File: config.mk
export PLATFORM = sky130hd
export DESIGN_NAME = cmp_toggle_timer
export DESIGN_NICKNAME = d
export VERILOG_FILES = /design/src/rtl/cmt_pkg.sv /design/src/rtl/cmt_counter.sv /design/src/rtl/cmt_channel.sv /design/src/rtl/cmt_ovf.sv /design/src/rtl/cmp_toggle_timer.sv
export SDC_FILE = /design/constraint.sdc
export NUM_CORES = 1
export LEC_CHECK = 0
export CAP_MARGIN = 10
export CORE_ASPECT_RATIO = 1.5
export CORE_MARGIN = 2
export CORE_UTILIZATION = 30
export CTS_CLUSTER_DIAMETER = 80
export DETAILED_ROUTE_END_ITERATION = 16
export DONT_BUFFER_PORTS = 1
export PLACE_DENSITY_LB_ADDON = 0.08
export SYNTH_ARGS = -nofsm -noshare
export SYNTH_HDL_FRONTEND = slang
export SYNTH_SLANG_ARGS = --single-unit
File: constraint.sdc
create_clock -name clk -period 4.85 [get_ports clk]
set_input_delay 0.485 -clock clk [delete_from_list [all_inputs] [get_ports clk]]
set_output_delay 0.485 -clock clk [all_outputs]
set_load 0.05 [all_outputs]
File: src/rtl/cmt_pkg.sv
package cmt_pkg;

  localparam int CMT_WIDTH    = 16;
  localparam int CMT_CHANNELS = 2;

  // Phase of the counter as seen in the current cycle.
  typedef enum logic [1:0] {
    CMT_IDLE  = 2'd0,
    CMT_START = 2'd1,
    CMT_RUN   = 2'd2
  } cmt_phase_e;

endpackage

File: src/rtl/cmt_counter.sv
module cmt_counter
  import cmt_pkg::*;
#(
  parameter int W = CMT_WIDTH
) (
  input  logic         clk,
  input  logic         rst_n,
  input  logic         tick,
  input  logic         run,
  output logic [W-1:0] cnt,
  output logic [W-1:0] cnt_nxt,
  output logic         start_evt,
  output logic         adv_evt,
  output logic         wrap_evt
);

  function automatic logic [W-1:0] step_up(input logic [W-1:0] v);
    return v + W'(1);
  endfunction

  function automatic logic at_top(input logic [W-1:0] v);
    return &v;
  endfunction

  logic       run_q;
  cmt_phase_e phase;

  always_comb begin
    if (!run)       phase = CMT_IDLE;
    else if (!run_q) phase = CMT_START;
    else            phase = CMT_RUN;
  end

  assign start_evt = (phase == CMT_START);
  assign adv_evt   = (phase == CMT_RUN) && tick;
  assign cnt_nxt   = step_up(cnt);
  assign wrap_evt  = adv_evt && at_top(cnt);

  always_ff @(posedge clk or negedge rst_n) begin
    if (!rst_n) begin
      run_q <= 1'b0;
      cnt   <= '0;
    end else begin
      run_q <= run;
      unique case (phase)
        CMT_IDLE:  cnt <= '0;
        CMT_START: cnt <= '0;
        default:   if (tick) cnt <= cnt_nxt;
      endcase
    end
  end

  AST_START_ZERO: assert property (@(posedge clk) disable iff (!rst_n)
    start_evt |=> (cnt == '0));

  AST_STEP_BY_ONE: assert property (@(posedge clk) disable iff (!rst_n)
    (adv_evt && !at_top(cnt)) |=> (cnt == $past(cnt) + W'(1)));

  AST_HOLD_NO_TICK: assert property (@(posedge clk) disable iff (!rst_n)
    (run && run_q && !tick) |=> $stable(cnt));

  AST_IDLE_ZERO: assert property (@(posedge clk) disable iff (!rst_n)
    !run |=> (cnt == '0));

endmodule

File: src/rtl/cmt_channel.sv
module cmt_channel
  import cmt_pkg::*;
#(
  parameter int W = CMT_WIDTH
) (
  input  logic         clk,
  input  logic         rst_n,
  input  logic         start_evt,
  input  logic         adv_evt,
  input  logic [W-1:0] cnt_nxt,
  input  logic         wr_en,
  input  logic [W-1:0] wr_data,
  output logic [W-1:0] cmp_val,
  output logic         tog,
  output logic         match_irq
);

  function automatic logic hits(input logic step, input logic [W-1:0] nxt,
                                input logic [W-1:0] ref_v);
    return step && (nxt == ref_v);
  endfunction

  logic match_evt;
  logic flip_evt;

  assign match_evt = hits(adv_evt, cnt_nxt, cmp_val);
  assign flip_evt  = match_evt || start_evt;

  always_ff @(posedge clk or negedge rst_n) begin
    if (!rst_n) begin
      cmp_val   <= '0;
      tog       <= 1'b0;
      match_irq <= 1'b0;
    end else begin
      if (wr_en) cmp_val <= wr_data;
      if (flip_evt) tog <= ~tog;
      match_irq <= match_evt;
    end
  end

  AST_START_FLIPS: assert property (@(posedge clk) disable iff (!rst_n)
    start_evt |=> (tog != $past(tog)));

  AST_MATCH_FLIPS: assert property (@(posedge clk) disable iff (!rst_n)
    match_irq |-> (tog != $past(tog)));

  AST_QUIET_START: assert property (@(posedge clk) disable iff (!rst_n)
    start_evt |=> !match_irq);

endmodule

File: src/rtl/cmt_ovf.sv
module cmt_ovf (
  input  logic clk,
  input  logic rst_n,
  input  logic wrap_evt,
  input  logic clr,
  output logic irq,
  output logic flag
);

  function automatic logic flag_next(input logic cur, input logic set_i,
                                     input logic clr_i);
    return set_i ? 1'b1 : (clr_i ? 1'b0 : cur);
  endfunction

  always_ff @(posedge clk or negedge rst_n) begin
    if (!rst_n) begin
      irq  <= 1'b0;
      flag <= 1'b0;
    end else begin
      irq  <= wrap_evt;
      flag <= flag_next(flag, wrap_evt, clr);
    end
  end

  AST_FLAG_STICKY: assert property (@(posedge clk) disable iff (!rst_n)
    (flag && !clr) |=> flag);

  AST_SET_WINS: assert property (@(posedge clk) disable iff (!rst_n)
    (wrap_evt && clr) |=> flag);

  AST_PULSE_SETS: assert property (@(posedge clk) disable iff (!rst_n)
    irq |-> flag);

endmodule

File: src/rtl/cmp_toggle_timer.sv
module cmp_toggle_timer
  import cmt_pkg::*;
#(
  parameter  int W   = CMT_WIDTH,
  parameter  int NCH = CMT_CHANNELS,
  localparam int SW  = (NCH > 1) ? $clog2(NCH) : 1
) (
  input  logic           clk,
  input  logic           rst_n,
  input  logic           cnt_tick,
  input  logic           cnt_run,
  input  logic           cmp_we,
  input  logic [SW-1:0]  cmp_sel,
  input  logic [W-1:0]   cmp_wdata,
  input  logic           ovf_clr,
  output logic [W-1:0]   count,
  output logic [NCH-1:0] tog_out,
  output logic [NCH-1:0] match_irq,
  output logic           ovf_irq,
  output logic           ovf_flag
);

  logic [W-1:0] cnt_nxt;
  logic         start_evt;
  logic         adv_evt;
  logic         wrap_evt;
  logic [W-1:0] cmp_val [NCH];

  cmt_counter #(.W(W)) u_cnt (
    .clk       (clk),
    .rst_n     (rst_n),
    .tick      (cnt_tick),
    .run       (cnt_run),
    .cnt       (count),
    .cnt_nxt   (cnt_nxt),
    .start_evt (start_evt),
    .adv_evt   (adv_evt),
    .wrap_evt  (wrap_evt)
  );

  for (genvar i = 0; i < NCH; i++) begin : g_ch
    logic wr_this;
    assign wr_this = cmp_we && (cmp_sel == SW'(i));

    cmt_channel #(.W(W)) u_ch (
      .clk       (clk),
      .rst_n     (rst_n),
      .start_evt (start_evt),
      .adv_evt   (adv_evt),
      .cnt_nxt   (cnt_nxt),
      .wr_en     (wr_this),
      .wr_data   (cmp_wdata),
      .cmp_val   (cmp_val[i]),
      .tog       (tog_out[i]),
      .match_irq (match_irq[i])
    );

    AST_MATCH_ON_VALUE: assert property (@(posedge clk) disable iff (!rst_n)
      match_irq[i] |-> (count == $past(cmp_val[i])));
  end

  cmt_ovf u_ovf (
    .clk      (clk),
    .rst_n    (rst_n),
    .wrap_evt (wrap_evt),
    .clr      (ovf_clr),
    .irq      (ovf_irq),
    .flag     (ovf_flag)
  );

  AST_WRAP_TO_ZERO: assert property (@(posedge clk) disable iff (!rst_n)
    ovf_irq |-> (count == '0));

  AST_OVF_ONE_CYCLE: assert property (@(posedge clk) disable iff (!rst_n)
    ovf_irq |=> !ovf_irq);

  AST_STOPPED_QUIET: assert property (@(posedge clk) disable iff (!rst_n)
    !cnt_run |=> (match_irq == '0) && !ovf_irq);

  AST_STOPPED_TOG: assert property (@(posedge clk) disable iff (!rst_n)
    !cnt_run |=> $stable(tog_out));

endmodule

==> out/results.txt, run 1 <==
Setup Fix Bufs, Post-CTS: 0
I/O pin cnt: 45
MaxCap Viol Count: 0
Post-DP HPWL: 6.88 mm
compound-gate portion of the synthesized area: 7.91%
clock skew: 0.00425 ns
die width: 90.1 um
Root Buffer Master: clkbuf_16
sequential group share of total power: 50.4%
Hold/Removal Path Class: input port to asynchronous set/reset pin
largest net degree at the start of global routing: 56
Worst Setup End Kind: register
Chip Height: 133 um
RSZ-0062 raised after global routing: no
Post-CTS Hold Fix Bufs: 1
Post-synth EDFFs: 0
CP Class: register to register
clock share of power: 36.6%
outcome: finished, final reports clean
Nets: 329
CP peak stage delay: 0.82 ns
CTS buffer count: 5
synthesized net count: 345
CP Max Fanout: 11
Worst Path Arrival: 3.38 ns
Period Utilization, post-route: 65.1%
initial antenna violation count: 0
total number of vias: 2345
n_diodes: 0
gr usage total: 15.3%
RePlAce Congestion: 0.824
# DRC: 0
Max H-tree Level: 2
sequential share of the synthesized area: 41.2%
total gr overflow: 0
number of detailed-route iterations in the first pass: 4
Post-Route WL: 8.83 mm
Max clock buf depth: 2
top post-synthesis cells by area: dfrtp_1 41%, mux2_2 11%, xnor2_1 8.1%
core area: 10900 um^2
fin crit period: 3.16 ns
Total Die Area: 12000 um^2
Mapped Area: 3340 um^2
area leader, netlist: dfrtp_1
CP max-delay cell: dfrtp_1
switching power: 0.324 mW
Fin. Hold Viols: 0
CTS tree: yes
Comb pwr share: 13.0%
Mapped Cells: 321
mux share of post-synthesis cell area: 12.0%
Yosys warning total: 0
cts repair resizes: 0
largest family of logic cells by synthesized area: simple AND/OR/NAND/NOR gates
Switching Share: 27.5%
CP Data Required Time: 5.07 ns
Mapped Avg Cell Area: 10.4 um^2
post-synthesis simple-gate area fraction: 20.1%
row count: 47
number of global-route vias before repair: 2466
Detail Route Antenna Nets: 0
asr flop ratio synth: 100%
Post-Synth Adder-Cell Area: 0.375%
Pint: 0.853 mW
top cell type's share of synthesized area: 41.2%
xor and xnor fraction of the mapped netlist area: 13.1%
CTS sink cnt: 55
Distinct cells, synth: 52
FF+latch count, synth: 55
drt initial violations: 67
Initial Utilization: 30.5%
Pwr Density: 329 nW/um^2
commonest cells in the netlist: 55 x dfrtp_1, 32 x mux2_2, 31 x xnor2_1
routed vias/inst: 5.18
crit path cell chain: ha_1, nand3_2, nor3_1, or3b_1, o2111ai_1, nor4_1, a31oi_1, xnor2_1
layout cell share with drive strength beyond 1: 18.6%
Setup violations, final: 0
Clk Latency, worst-skew pair: 0.30 ns
Pleak: 1.39 nW
Worst-Margin Slew: 0.925 ns
most common cell in the netlist: dfrtp_1
Worst-path clk slew: 0.07 ns
average wire per standard cell: 19.5 um
post-route setup TNS: 0 ns
maximum vdd drop: 0.115 mV
Worst setup SP type: register
max-slew violation count: 0
Rel. slew slack: 38.3%
power after layout: 1.18 mW
global-route wire length before repair: 14.2 mm
number of port buffers: 0
Synth-to-Final Area Change: 7.12%
main flop type after synthesis: dfrtp_1
Max Clk Rate: 0.317 GHz
path summary, 6_finish.rpt:
path	slack [ns]	cells after the start	startpoint	end
worst max register to register	1.69	8	u_cnt.cnt[0]	g_ch[1].u_ch.tog
worst max-delay path	1.69	8	u_cnt.cnt[0]	g_ch[1].u_ch.tog
max in group asynchronous	4.53	1	rst_n	u_cnt.cnt[6]
min in group clk	0.21	0	cnt_run	u_cnt.run_q
worst min register to register	0.53	1	g_ch[1].u_ch.cmp_val[0]	g_ch[1].u_ch.cmp_val[0]
worst min-delay path	0.03	1	rst_n	u_cnt.cnt[12]
metal layers:
layer	wire length, um	track usage [%]	vias to the layer above
li1	-	-	1099
met1	3390	16.1	1184
met2	5020	30.1	52
met3	239	2.55	10
met4	187	5.56	0
met5	0	0	-
layout by cell type (no fill, tap or decap), types with 2 or more instances in the layout:
master and count:
xor2_1 19, mux2_2 32, nand3_1 10, nand2_1 18, nor4_4 2, nand4_1 7
nand2b_1 5, nor2_2 2, and2_1 2, a31oi_1 5, nor2_1 19, nor2b_1 6
o21ai_0 12, inv_1 5, a21oi_1 7, xnor2_1 31, a21boi_0 2, mux2i_1 4
nor3b_1 3, and4_1 5, clkbuf_16 5, dfrtp_1 55, o2111ai_1 4, and3_1 5
or3_1 7, nor3_1 2, nor4_1 6
power groups by stage:
stage	registers (mW)	logic, mW	clock network [mW]
CTS	0.597	0.155	0.446
global route	0.602	0.170	0.465
floorplan	0.549	0.169	0
global placement	0.605	0.141	0
detailed placement	0.606	0.142	0
finish	0.594	0.153	0.430
logic make-up (layout without fill, tap and decap cells):
group | count (synthesis) | in the layout
AO/OA/AOI/OAI | 40 | 40
XOR/XNOR | 50 | 50
adder cells (fa/ha/maj) | 1 | 1
buffers and inverters | 30 | 15
flip-flops | 55 | 55
multiplexers | 36 | 36
AND/OR/NAND/NOR | 109 | 109
metrics by stage:
| step | hold WS (ns) | cells | utilization, % | setup WS [ns] | area, um^2 |
|---|---|---|---|---|---|
| after floorplan | 0.189 | 321 | - | 2.40 | 3340 |
| after global placement | 0.192 | 444 | 30.8 | 1.73 | 3370 |
| after detailed placement | 0.191 | 444 | 30.8 | 1.73 | 3370 |
| after CTS | 0.0526 | 453 | 32.7 | 1.71 | 3580 |
| after global routing | 0.0627 | 453 | 32.7 | 1.40 | 3580 |
| final | 0.0302 | 453 | 32.7 | 1.69 | 3580 |
worst max-delay path: cells and delay by family (launching register included):
family                   cells  cell delay, ns
AO/OA/AOI/OAI                2            0.37
XOR/XNOR                     1            0.14
adder cells (fa/ha/maj)      1            0.43
flip-flops                   1            0.82
AND/OR/NAND/NOR              4            1.32
state kept, by name, summed over array words and instances (netlist names):
| signal | flops |
|---|---|
| g_ch.u_ch.cmp_val | 32 |
| g_ch.u_ch.match_irq | 2 |
| g_ch.u_ch.tog | 2 |
| u_cnt.cnt | 16 |
| u_cnt.run_q | 1 |
| u_ovf.flag | 1 |
| u_ovf.irq | 1 |
layout make-up:
| type | count | area [um^2] |
|---|---|---|
| fill | 1164 | 7360 |
| multi-input combinational | 236 | 1790 |
| sequential | 55 | 1380 |
| tap | 147 | 184 |
| clock buffer | 6 | 139 |
| clock inverter | 2 | 38.8 |
| timing repair buffer | 2 | 35.0 |
| inverter | 5 | 18.8 |
(Power assumes the default switching activity.)
==> run 2, diff against run 1 <==
- clock period: 4.85 -> 3.1 ns (I/O delays scaled with it)
==> run 2 against run 1 <==
  * Clock-buffer cell count down 1
  * Die area unchanged
  * Final area grew 3.4%
  * Power rose by 54%
  * Core utilization is 1.1 points higher
  * Routed wire length grew 1.9%
  * Via count increased by 1.2%
  * Combinational power is 63% higher
  * Sequential power rose by 55%
  * Sequential cell count stayed put
  * Register-to-register slack got worse by 0.97 ns
  * Non-clock buffer count up 18
==> out/results.txt, run 2 (same netlist as run 1, synthesis figures left out) <==
Root Buffer Master: clkbuf_16
Worst-path clk slew: 0.07 ns
fin crit period: 2.38 ns
Comb pwr share: 13.7%
reg2reg setup slack: 0.72 ns
CP Class: register to register
Hold/Removal Path Class: input port to register
Nets: 347
initial antenna violation count: 0
total gr overflow: 0
gr usage total: 15.6%
fin util: 33.8%
Initial Utilization: 30.5%
Synth-to-Final Area Change: 10.8%
power after layout: 1.81 mW
Setup violations, final: 0
worst flop-to-flop path startpoint: u_cnt.cnt[0]
outcome: finished, final reports clean
number of port buffers: 0
Fin. Hold Viols: 0
Pwr Density: 489 nW/um^2
WHS Endpoint: u_cnt.run_q
Post-Route WL: 9.00 mm
clock share of power: 35.3%
biggest regs: g_ch.u_ch.cmp_val x32, u_cnt.cnt x16
number of global-route vias before repair: 2509
Top reg by flops: g_ch.u_ch.cmp_val
CP Data Required Time: 3.27 ns
Worst-Margin Slew: 0.771 ns
Pleak: 1.48 nW
Final WS setup: 0.720 ns
routed vias/inst: 5.05
Post-CTS Hold Fix Bufs: 2
Total Die Area: 12000 um^2
CP peak stage delay: 0.40 ns
drt initial violations: 61
Period Utilization, post-route: 76.8%
average wire per standard cell: 19.1 um
CTS tree: yes
Switching Share: 27.7%
CTS sink cnt: 55
Clk Latency, worst-skew pair: 0.29 ns
Chip Height: 133 um
die width: 90.1 um
Max Clk Rate: 0.420 GHz
min-delay src: cnt_run
# DRC: 0
n_diodes: 0
max reg flops: 32
number of detailed-route iterations in the first pass: 4
commonest non-fill, non-tap cells in the layout: 55 x dfrtp_1, 32 x mux2_2, 31 x xnor2_1
Rel. slew slack: 48.5%
Worst Hold Depth: 0
Max clock buf depth: 2
CP Max Fanout: 11
Max H-tree Level: 2
RePlAce Congestion: 0.868
clock skew: 0.00556 ns
global-route wire length before repair: 14.4 mm
Pint: 1.31 mW
Post-DP HPWL: 7.05 mm
sequential group share of total power: 51.0%
MaxCap Viol Count: 0
total number of vias: 2372
core area: 10900 um^2
CP max-delay cell: nor3_2
Setup Fix Bufs, Post-CTS: 0
post-route setup TNS: 0 ns
CTS buffer count: 5
switching power: 0.501 mW
final hold slack: 0.0384 ns
Detail Route Antenna Nets: 0
row count: 47
layout cell share with drive strength beyond 1: 22.6%
crit path cell chain: ha_1, nand3_2, nor3_2, o22a_1, nand4_1, nor4_1, a31oi_1, xnor2_1
I/O pin cnt: 45
Worst Setup End Kind: register
maximum vdd drop: 0.201 mV
largest net degree at the start of global routing: 56
max-slew violation count: 0
cts repair resizes: 0
worst reg2reg path endpoint: g_ch[1].u_ch.tog
pre-CTS WS: 0.707 ns
Worst setup SP type: register
Reg2Reg Depth: 8
Worst Path Arrival: 2.55 ns
most common cell after layout, fill and taps aside: dfrtp_1
RSZ-0062 raised after global routing: no
## run 2: cell types whose count changed in the layout (fill, tap and decap cells not counted)
cell	change
buf_4	+17
clkbuf_8	-1
clkinvlp_4	+1
dlygate4sd3_1	+1
inv_6	-1
## run 2: worst max-delay path: cells and delay by family (launching register included)
kind                     cells  cell delay, ns
AND/OR/NAND/NOR              4            1.16
flip-flops                   1            0.35
adder cells (fa/ha/maj)      1            0.30
AO/OA/AOI/OAI                2            0.31
XOR/XNOR                     1            0.14
## run 2: cell type report
type | count | area [um^2]
fill | 1169 | 7240
multi-input combinational | 236 | 1790
sequential | 55 | 1380
tap | 147 | 184
timing repair buffer | 20 | 173
clock buffer | 5 | 125
clock inverter | 2 | 37.5
inverter | 5 | 18.8
## run 2: metrics by stage
stage                     instances  cell area (um^2)
after floorplan                 321              3340
after global placement          461              3500
after detailed placement        461              3500
after CTS                       470              3700
after global routing            470              3700
final                           470              3700
## run 2: worst max path at each step
stage | startpoint | end
CTS | u_cnt.cnt[2] | g_ch[0].u_ch.tog
finish | u_cnt.cnt[0] | g_ch[1].u_ch.tog
global placement | u_cnt.cnt[1] | g_ch[1].u_ch.tog
global route | u_cnt.cnt[1] | g_ch[1].u_ch.tog
floorplan | u_cnt.cnt[1] | g_ch[1].u_ch.tog
detailed placement | u_cnt.cnt[2] | g_ch[0].u_ch.tog
## run 2: routing by layer
layer / vias to the layer above / global-route usage (%) / wire length [um]
li1: 1127 / - / -
met1: 1184 / 15.8 / 3340
met2: 44 / 30.2 / 5080
met3: 17 / 2.88 / 264
met4: 0 / 7.26 / 316
met5: - / 0 / 0
## run 2: power groups by stage
stage / Sequential (mW) / Combinational, mW / Clock [mW]
after floorplan: 0.860 / 0.264 / 0
after global placement: 0.940 / 0.231 / 0
after detailed placement: 0.941 / 0.232 / 0
after CTS: 0.926 / 0.254 / 0.657
after global routing: 0.934 / 0.278 / 0.689
final: 0.923 / 0.249 / 0.638
